### config.mk
export PLATFORM = sky130hd
export DESIGN_NAME = sram_async_ctrl
export DESIGN_NICKNAME = d
export VERILOG_FILES = /design/src/rtl/sram_ctrl_pkg.sv /design/src/rtl/sram_timer.sv /design/src/rtl/sram_seq.sv /design/src/rtl/sram_datapath.sv /design/src/rtl/sram_async_ctrl.sv
export SDC_FILE = /design/constraint.sdc
export NUM_CORES = 1
export LEC_CHECK = 0
export BUFFER_PORTS_ARGS = -buffer_cell sky130_fd_sc_hd__buf_2
export CAP_MARGIN = 25
export CORE_ASPECT_RATIO = 1.75
export CORE_UTILIZATION = 34
export DETAILED_ROUTE_END_ITERATION = 10
export PLACE_DENSITY = 0.7
export SLEW_MARGIN = 20
export SYNTH_ARGS = -nofsm -noshare
export SYNTH_HDL_FRONTEND = slang
export SYNTH_SLANG_ARGS = --single-unit
### constraint.sdc
create_clock -name clk_i -period 2.2 [get_ports clk_i]
set_clock_uncertainty 0.05 [all_clocks]
set_input_delay 0.11 -clock clk_i [delete_from_list [all_inputs] [get_ports clk_i]]
set_output_delay 0.11 -clock clk_i [all_outputs]
set_load 0.1 [all_outputs]
### src/rtl/sram_ctrl_pkg.sv
package sram_ctrl_pkg;
  typedef enum logic [2:0] {
    ST_IDLE, ST_SETUP, ST_WRITE, ST_READ, ST_RECOVER
  } seq_state_e;

  function automatic int ns_to_cyc(input int ns, input int period_ns);
    return (ns + period_ns - 1) / period_ns;
  endfunction

  function automatic int max2(input int a, input int b);
    return (a > b) ? a : b;
  endfunction
endpackage

### src/rtl/sram_timer.sv
module sram_timer #(
  parameter int CNT_W = 3
) (
  input  logic             clk_i,
  input  logic             rst_ni,
  input  logic             run_i,
  output logic [CNT_W-1:0] cnt_o
);
  logic [CNT_W-1:0] cnt_q;

  always_ff @(posedge clk_i or negedge rst_ni) begin
    if (!rst_ni)    cnt_q <= '0;
    else if (run_i) cnt_q <= cnt_q + 1'b1;
    else            cnt_q <= '0;
  end

  assign cnt_o = cnt_q;
endmodule

### src/rtl/sram_seq.sv
module sram_seq
  import sram_ctrl_pkg::*;
#(
  parameter int WR_CYC    = 4,
  parameter int RD_CYC    = 3,
  parameter int DRV_START = 2,
  parameter int CNT_W     = 3
) (
  input  logic             clk_i,
  input  logic             rst_ni,
  input  logic             req_valid_i,
  input  logic             op_we_i,
  input  logic [CNT_W-1:0] cnt_i,
  output logic             accept_o,
  output logic             cnt_run_o,
  output logic             capture_o,
  output logic             ready_o,
  output logic             ce_no,
  output logic             we_no,
  output logic             oe_no,
  output logic             drv_en_o
);
  localparam logic [CNT_W-1:0] WR_LAST = CNT_W'(WR_CYC - 1);
  localparam logic [CNT_W-1:0] RD_LAST = CNT_W'(RD_CYC - 1);
  localparam logic [CNT_W-1:0] DRV_AT  = CNT_W'(DRV_START);

  seq_state_e state_q, state_d;

  assign ready_o  = (state_q == ST_IDLE);
  assign accept_o = req_valid_i && ready_o;

  always_comb begin
    state_d = state_q;
    unique case (state_q)
      ST_IDLE:    if (req_valid_i) state_d = ST_SETUP;
      ST_SETUP:   state_d = op_we_i ? ST_WRITE : ST_READ;
      ST_WRITE:   if (cnt_i == WR_LAST) state_d = ST_RECOVER;
      ST_READ:    if (cnt_i == RD_LAST) state_d = ST_RECOVER;
      ST_RECOVER: state_d = ST_IDLE;
      default:    state_d = ST_IDLE;
    endcase
  end

  always_ff @(posedge clk_i or negedge rst_ni) begin
    if (!rst_ni) state_q <= ST_IDLE;
    else         state_q <= state_d;
  end

  // strobes decode from the registered state only
  assign cnt_run_o = (state_q == ST_WRITE) || (state_q == ST_READ);
  assign capture_o = (state_q == ST_READ) && (cnt_i == RD_LAST);
  assign ce_no     = !cnt_run_o;
  assign we_no     = (state_q != ST_WRITE);
  assign oe_no     = (state_q != ST_READ);
  // drive once the memory has released the bus; hold one cycle past the strobe
  assign drv_en_o  = ((state_q == ST_WRITE) && (cnt_i >= DRV_AT)) ||
                     ((state_q == ST_RECOVER) && op_we_i);
endmodule

### src/rtl/sram_datapath.sv
module sram_datapath #(
  parameter int ADDR_W = 19,
  parameter int DATA_W = 8
) (
  input  logic              clk_i,
  input  logic              rst_ni,
  input  logic              accept_i,
  input  logic              capture_i,
  input  logic              req_we_i,
  input  logic [ADDR_W-1:0] req_addr_i,
  input  logic [DATA_W-1:0] req_wdata_i,
  input  logic [DATA_W-1:0] mem_dq_i,
  output logic              op_we_o,
  output logic [ADDR_W-1:0] mem_addr_o,
  output logic [DATA_W-1:0] mem_dq_o,
  output logic              rsp_valid_o,
  output logic [DATA_W-1:0] rsp_rdata_o
);
  logic              op_we_q, rsp_q;
  logic [ADDR_W-1:0] addr_q;
  logic [DATA_W-1:0] wdata_q, rdata_q;

  always_ff @(posedge clk_i or negedge rst_ni) begin
    if (!rst_ni) begin
      op_we_q <= 1'b0;
      addr_q  <= '0;
      wdata_q <= '0;
    end else if (accept_i) begin
      op_we_q <= req_we_i;
      addr_q  <= req_addr_i;
      wdata_q <= req_wdata_i;
    end
  end

  always_ff @(posedge clk_i or negedge rst_ni) begin
    if (!rst_ni) begin
      rsp_q   <= 1'b0;
      rdata_q <= '0;
    end else begin
      rsp_q <= capture_i;
      if (capture_i) rdata_q <= mem_dq_i;
    end
  end

  assign op_we_o     = op_we_q;
  assign mem_addr_o  = addr_q;
  assign mem_dq_o    = wdata_q;
  assign rsp_valid_o = rsp_q;
  assign rsp_rdata_o = rdata_q;
endmodule

### src/rtl/sram_async_ctrl.sv
module sram_async_ctrl
  import sram_ctrl_pkg::*;
#(
  parameter int ADDR_W        = 19,
  parameter int DATA_W        = 8,
  parameter int CLK_PERIOD_NS = 20,
  parameter int T_RC_NS       = 55,
  parameter int T_AA_NS       = 55,
  parameter int T_OE_NS       = 30,
  parameter int T_WC_NS       = 55,
  parameter int T_WP_NS       = 45,
  parameter int T_AW_NS       = 50,
  parameter int T_DW_NS       = 25,
  parameter int T_WHZ_NS      = 30
) (
  input  logic              clk_i,
  input  logic              rst_ni,
  input  logic              req_valid_i,
  output logic              req_ready_o,
  input  logic              req_we_i,
  input  logic [ADDR_W-1:0] req_addr_i,
  input  logic [DATA_W-1:0] req_wdata_i,
  output logic              rsp_valid_o,
  output logic [DATA_W-1:0] rsp_rdata_o,
  output logic [ADDR_W-1:0] mem_addr_o,
  output logic              mem_ce_no,
  output logic              mem_we_no,
  output logic              mem_oe_no,
  output logic [DATA_W-1:0] mem_dq_o,
  output logic              mem_dq_oe_o,
  input  logic [DATA_W-1:0] mem_dq_i
);
  localparam int WHZ_CYC = ns_to_cyc(T_WHZ_NS, CLK_PERIOD_NS);
  localparam int DW_CYC  = max2(ns_to_cyc(T_DW_NS, CLK_PERIOD_NS), 1);
  localparam int WR_CYC  = max2(max2(ns_to_cyc(T_WP_NS, CLK_PERIOD_NS),
                                     ns_to_cyc(T_AW_NS, CLK_PERIOD_NS)),
                                max2(ns_to_cyc(T_WC_NS, CLK_PERIOD_NS),
                                     WHZ_CYC + DW_CYC));
  localparam int RD_CYC  = max2(max2(ns_to_cyc(T_RC_NS, CLK_PERIOD_NS),
                                     ns_to_cyc(T_AA_NS, CLK_PERIOD_NS)),
                                max2(ns_to_cyc(T_OE_NS, CLK_PERIOD_NS), 1));
  localparam int CNT_W   = $clog2(max2(WR_CYC, RD_CYC) + 1);

  logic             accept, capture, cnt_run, op_we;
  logic [CNT_W-1:0] cnt;

  sram_timer #(.CNT_W(CNT_W)) u_timer (
    .clk_i (clk_i),
    .rst_ni(rst_ni),
    .run_i (cnt_run),
    .cnt_o (cnt)
  );

  sram_seq #(
    .WR_CYC   (WR_CYC),
    .RD_CYC   (RD_CYC),
    .DRV_START(WHZ_CYC),
    .CNT_W    (CNT_W)
  ) u_seq (
    .clk_i      (clk_i),
    .rst_ni     (rst_ni),
    .req_valid_i(req_valid_i),
    .op_we_i    (op_we),
    .cnt_i      (cnt),
    .accept_o   (accept),
    .cnt_run_o  (cnt_run),
    .capture_o  (capture),
    .ready_o    (req_ready_o),
    .ce_no      (mem_ce_no),
    .we_no      (mem_we_no),
    .oe_no      (mem_oe_no),
    .drv_en_o   (mem_dq_oe_o)
  );

  sram_datapath #(.ADDR_W(ADDR_W), .DATA_W(DATA_W)) u_dp (
    .clk_i      (clk_i),
    .rst_ni     (rst_ni),
    .accept_i   (accept),
    .capture_i  (capture),
    .req_we_i   (req_we_i),
    .req_addr_i (req_addr_i),
    .req_wdata_i(req_wdata_i),
    .mem_dq_i   (mem_dq_i),
    .op_we_o    (op_we),
    .mem_addr_o (mem_addr_o),
    .mem_dq_o   (mem_dq_o),
    .rsp_valid_o(rsp_valid_o),
    .rsp_rdata_o(rsp_rdata_o)
  );
endmodule

==> summary.txt <==
Run status
  • Status: complete, but fails checks
  • Failing checks: design-rule violations

Clock tree
  • Clock transition at path regs: 0.07 ns
  • Clk sinks: 43
  • CTS tree: done
  • TritonCTS buffer count: 5
  • Clk Latency, worst-skew pair: 0.28 ns
  • Max Root-Sink Buffers: 2
  • Htree depth: 2
  • CTS root buffer: clkbuf_8
  • Post-CTS Setup Bufs: 0

Die
  • Initial Util: 35.3%
  • Core area: 5260 um2
  • Total I/O pin count: 80
  • Die Area: 5770 um2
  • Core Rows: 35
  • Chip width: 57.9 um
  • Die height: 99.8 um

Yosys
  • Count of state elements after synthesis: 43
  • Synth Cell Area: 1860 um2
  • Post-synthesis sequential area ratio: 58.0%
  • Syn Inst Count: 113
  • Cell variety after synth: 23
  • Avg Inst Size Synth: 16.4 um2
  • Largest cells by area after synthesis: dfrtp_1 (58%), mux2_4 (23%), mux2_2 (4.9%)
  • Syn Nets: 155
  • YS warnings: 0
  • Area leader, netlist: dfrtp_1
  • Top cell type's share of synthesized area: 58.0%

STA
  • Period utilization: 82.9%
  • FMAX: 0.548 GHz
  • RSZ-0062 raised after global routing: false
  • Setup violators final: 0
  • Fin. Hold Viols: 0
  • Min Tclk post-route: 1.82 ns
  • Slew of the pin with the lowest slew margin: 0.498 ns
  • TNS Setup: 0 ns
  • Slew HR: 67.0%
  • Max-slew violation count: 0

Route
  • Initial detailed-routing violation count: 32
  • Vias post-DR: 1256
  • Drt via density: 4.62
  • First-pass detailed-route iteration total: 9
  • Final wirelength: 3730 um
  • DRC errors left: 8
  • Drt wl/cell: 13.7 um
  • Post-route ant nets: 0

Worst setup path
  • Slowest-stage cell, CP: dfrtp_1
  • Critical path startpoint category: register
  • Critical path's top delay family: flip-flops
  • Worst endpoint required time: 2.04 ns
  • Kind of end point of the critical path: output pin
  • CP max stage delay: 0.50 ns
  • Critical path class: reg2out
  • CP bufs+invs: 1
  • CP max FO: 8
  • Crit path DAT: 1.66 ns
  • Critical path, cell by cell: nor2b_4, o31ai_1, a21oi_2, buf_2

Cells and area
  • Area growth syn-to-layout: 40.4%
  • Share of cells above drive strength 1: 59.4%
  • Ant diodes: 0
  • Final nets: 259

Placement
  • IO Port Bufs: 79
  • HPWL after DPL: 2410 um
  • GP Congestion: 0.743

GRT
  • Number of global-route vias before repair: 1216
  • Gr usage total: 12.8%
  • Initial antenna violation count: 0
  • Total global routing overflow: 0
  • First-pass GRT wire length: 5650 um
  • Pin count of the biggest net entering global routing: 44

Min path
  • Hold Path Class: in2reg

Job
  • Max Cap Viol: 0
## kinds of logic (layout without fill, tap and decap cells)
logic type	after synthesis	in the layout	share of synthesized area, %
compound gates	5	5	1.55
fa+ha+maj	3	3	2.02
buf+inv	8	112	4.38
flops	43	43	58.0
mux	36	36	27.5
simple gates	18	18	6.60
## registers in the layout (all words and copies together), names as in the netlist
| register | flops |
|---|---|
| u_dp.rsp_rdata_o | 8 |
| u_seq.state_q | 3 |
| u_dp.op_we_o | 1 |
| u_dp.rsp_valid_o | 1 |
| u_dp.mem_addr_o | 19 |
| u_timer.cnt_o | 3 |
| u_dp.mem_dq_o | 8 |
## stage by stage
stage,worst slack [ns],cells,hold slack (ns),util (%),area [um2]
CTS,0.339,266,0.0000234,48.3,2540
detailed placement,0.524,243,0.257,43.5,2290
floorplan,0.232,113,-0.236,-,1870
finish,0.376,272,0.0106,49.6,2610
global placement,0.558,243,0.246,43.5,2290
global route,0.265,272,0.000467,49.6,2610
## area by class of cell
class	instances	area [um2]
clock buffer	6	82.6
clock inverter	1	5.00
fill	445	2650
inverter	3	11.3
multi-input combinational	62	717
sequential	43	1080
tap	55	68.8
timing repair buffer	102	646
## routing by layer
metal / GRT usage (%) / share of wire (%) / vias to the layer above
li1: - / - / 602
met1: 14.4 / 41 / 602
met2: 22.5 / 52 / 48
met3: 3.38 / 5.6 / 4
met4: 4.95 / 1.2 / 0
met5: 0 / 0 / -
## synthesized netlist by cell type
| cell type | number |
|---|---|
| mux2_4 | 28 |
| buf_8 | 1 |
| o31ai_1 | 1 |
| buf_6 | 1 |
| nor2_1 | 5 |
| nand3_1 | 1 |
| or2b_1 | 1 |
| nand2b_1 | 2 |
| nor3b_1 | 2 |
| nor2b_4 | 1 |
| nand3b_1 | 2 |
| nor4b_2 | 1 |
| and4_4 | 1 |
| ha_1 | 3 |
| buf_12 | 2 |
| mux2_2 | 8 |
| clkbuf_1 | 1 |
| a21oi_1 | 3 |
| dfrtp_1 | 43 |
| a31oi_1 | 1 |
| nand2_1 | 1 |
| nor3_1 | 1 |
| inv_1 | 3 |
## cells in the final DEF (no fill, tap or decap), drive strengths merged, types with 2 or more instances in the layout
cell type,synthesis,layout
ha,3,3
nor3b,2,2
a21oi,3,3
nand3b,2,2
buf,4,81
clkbuf,1,6
nand2b,2,2
mux2,36,36
dfrtp,43,43
inv,3,3
nor2,5,5
dlygate4sd3,0,21
## path summary, 6_finish.rpt
kind                                  start                   to  slack, ns  cells past startpoint
max in group asynchronous            rst_ni     u_seq.state_q[1]       1.44                      3
min in group asynchronous            rst_ni   u_dp.mem_addr_o[3]       0.20                      2
min                             mem_dq_i[7]  u_dp.rsp_rdata_o[7]       0.01                      2
max                        u_seq.state_q[1]          mem_dq_oe_o       0.38                      4
max reg2reg                u_seq.state_q[0]     u_dp.mem_dq_o[3]       0.52                      3
min reg2reg                u_timer.cnt_o[0]     u_timer.cnt_o[0]       0.42                      1
## repair_timing
action                                 4_1_cts  5_1_grt
resized for setup                            0        0
hold buffers                                16        5
endpoints found under the hold margin       58        5
Power is not shown: default switching activity piles up to over one toggle a cycle in this logic, so the estimate is an artifact.
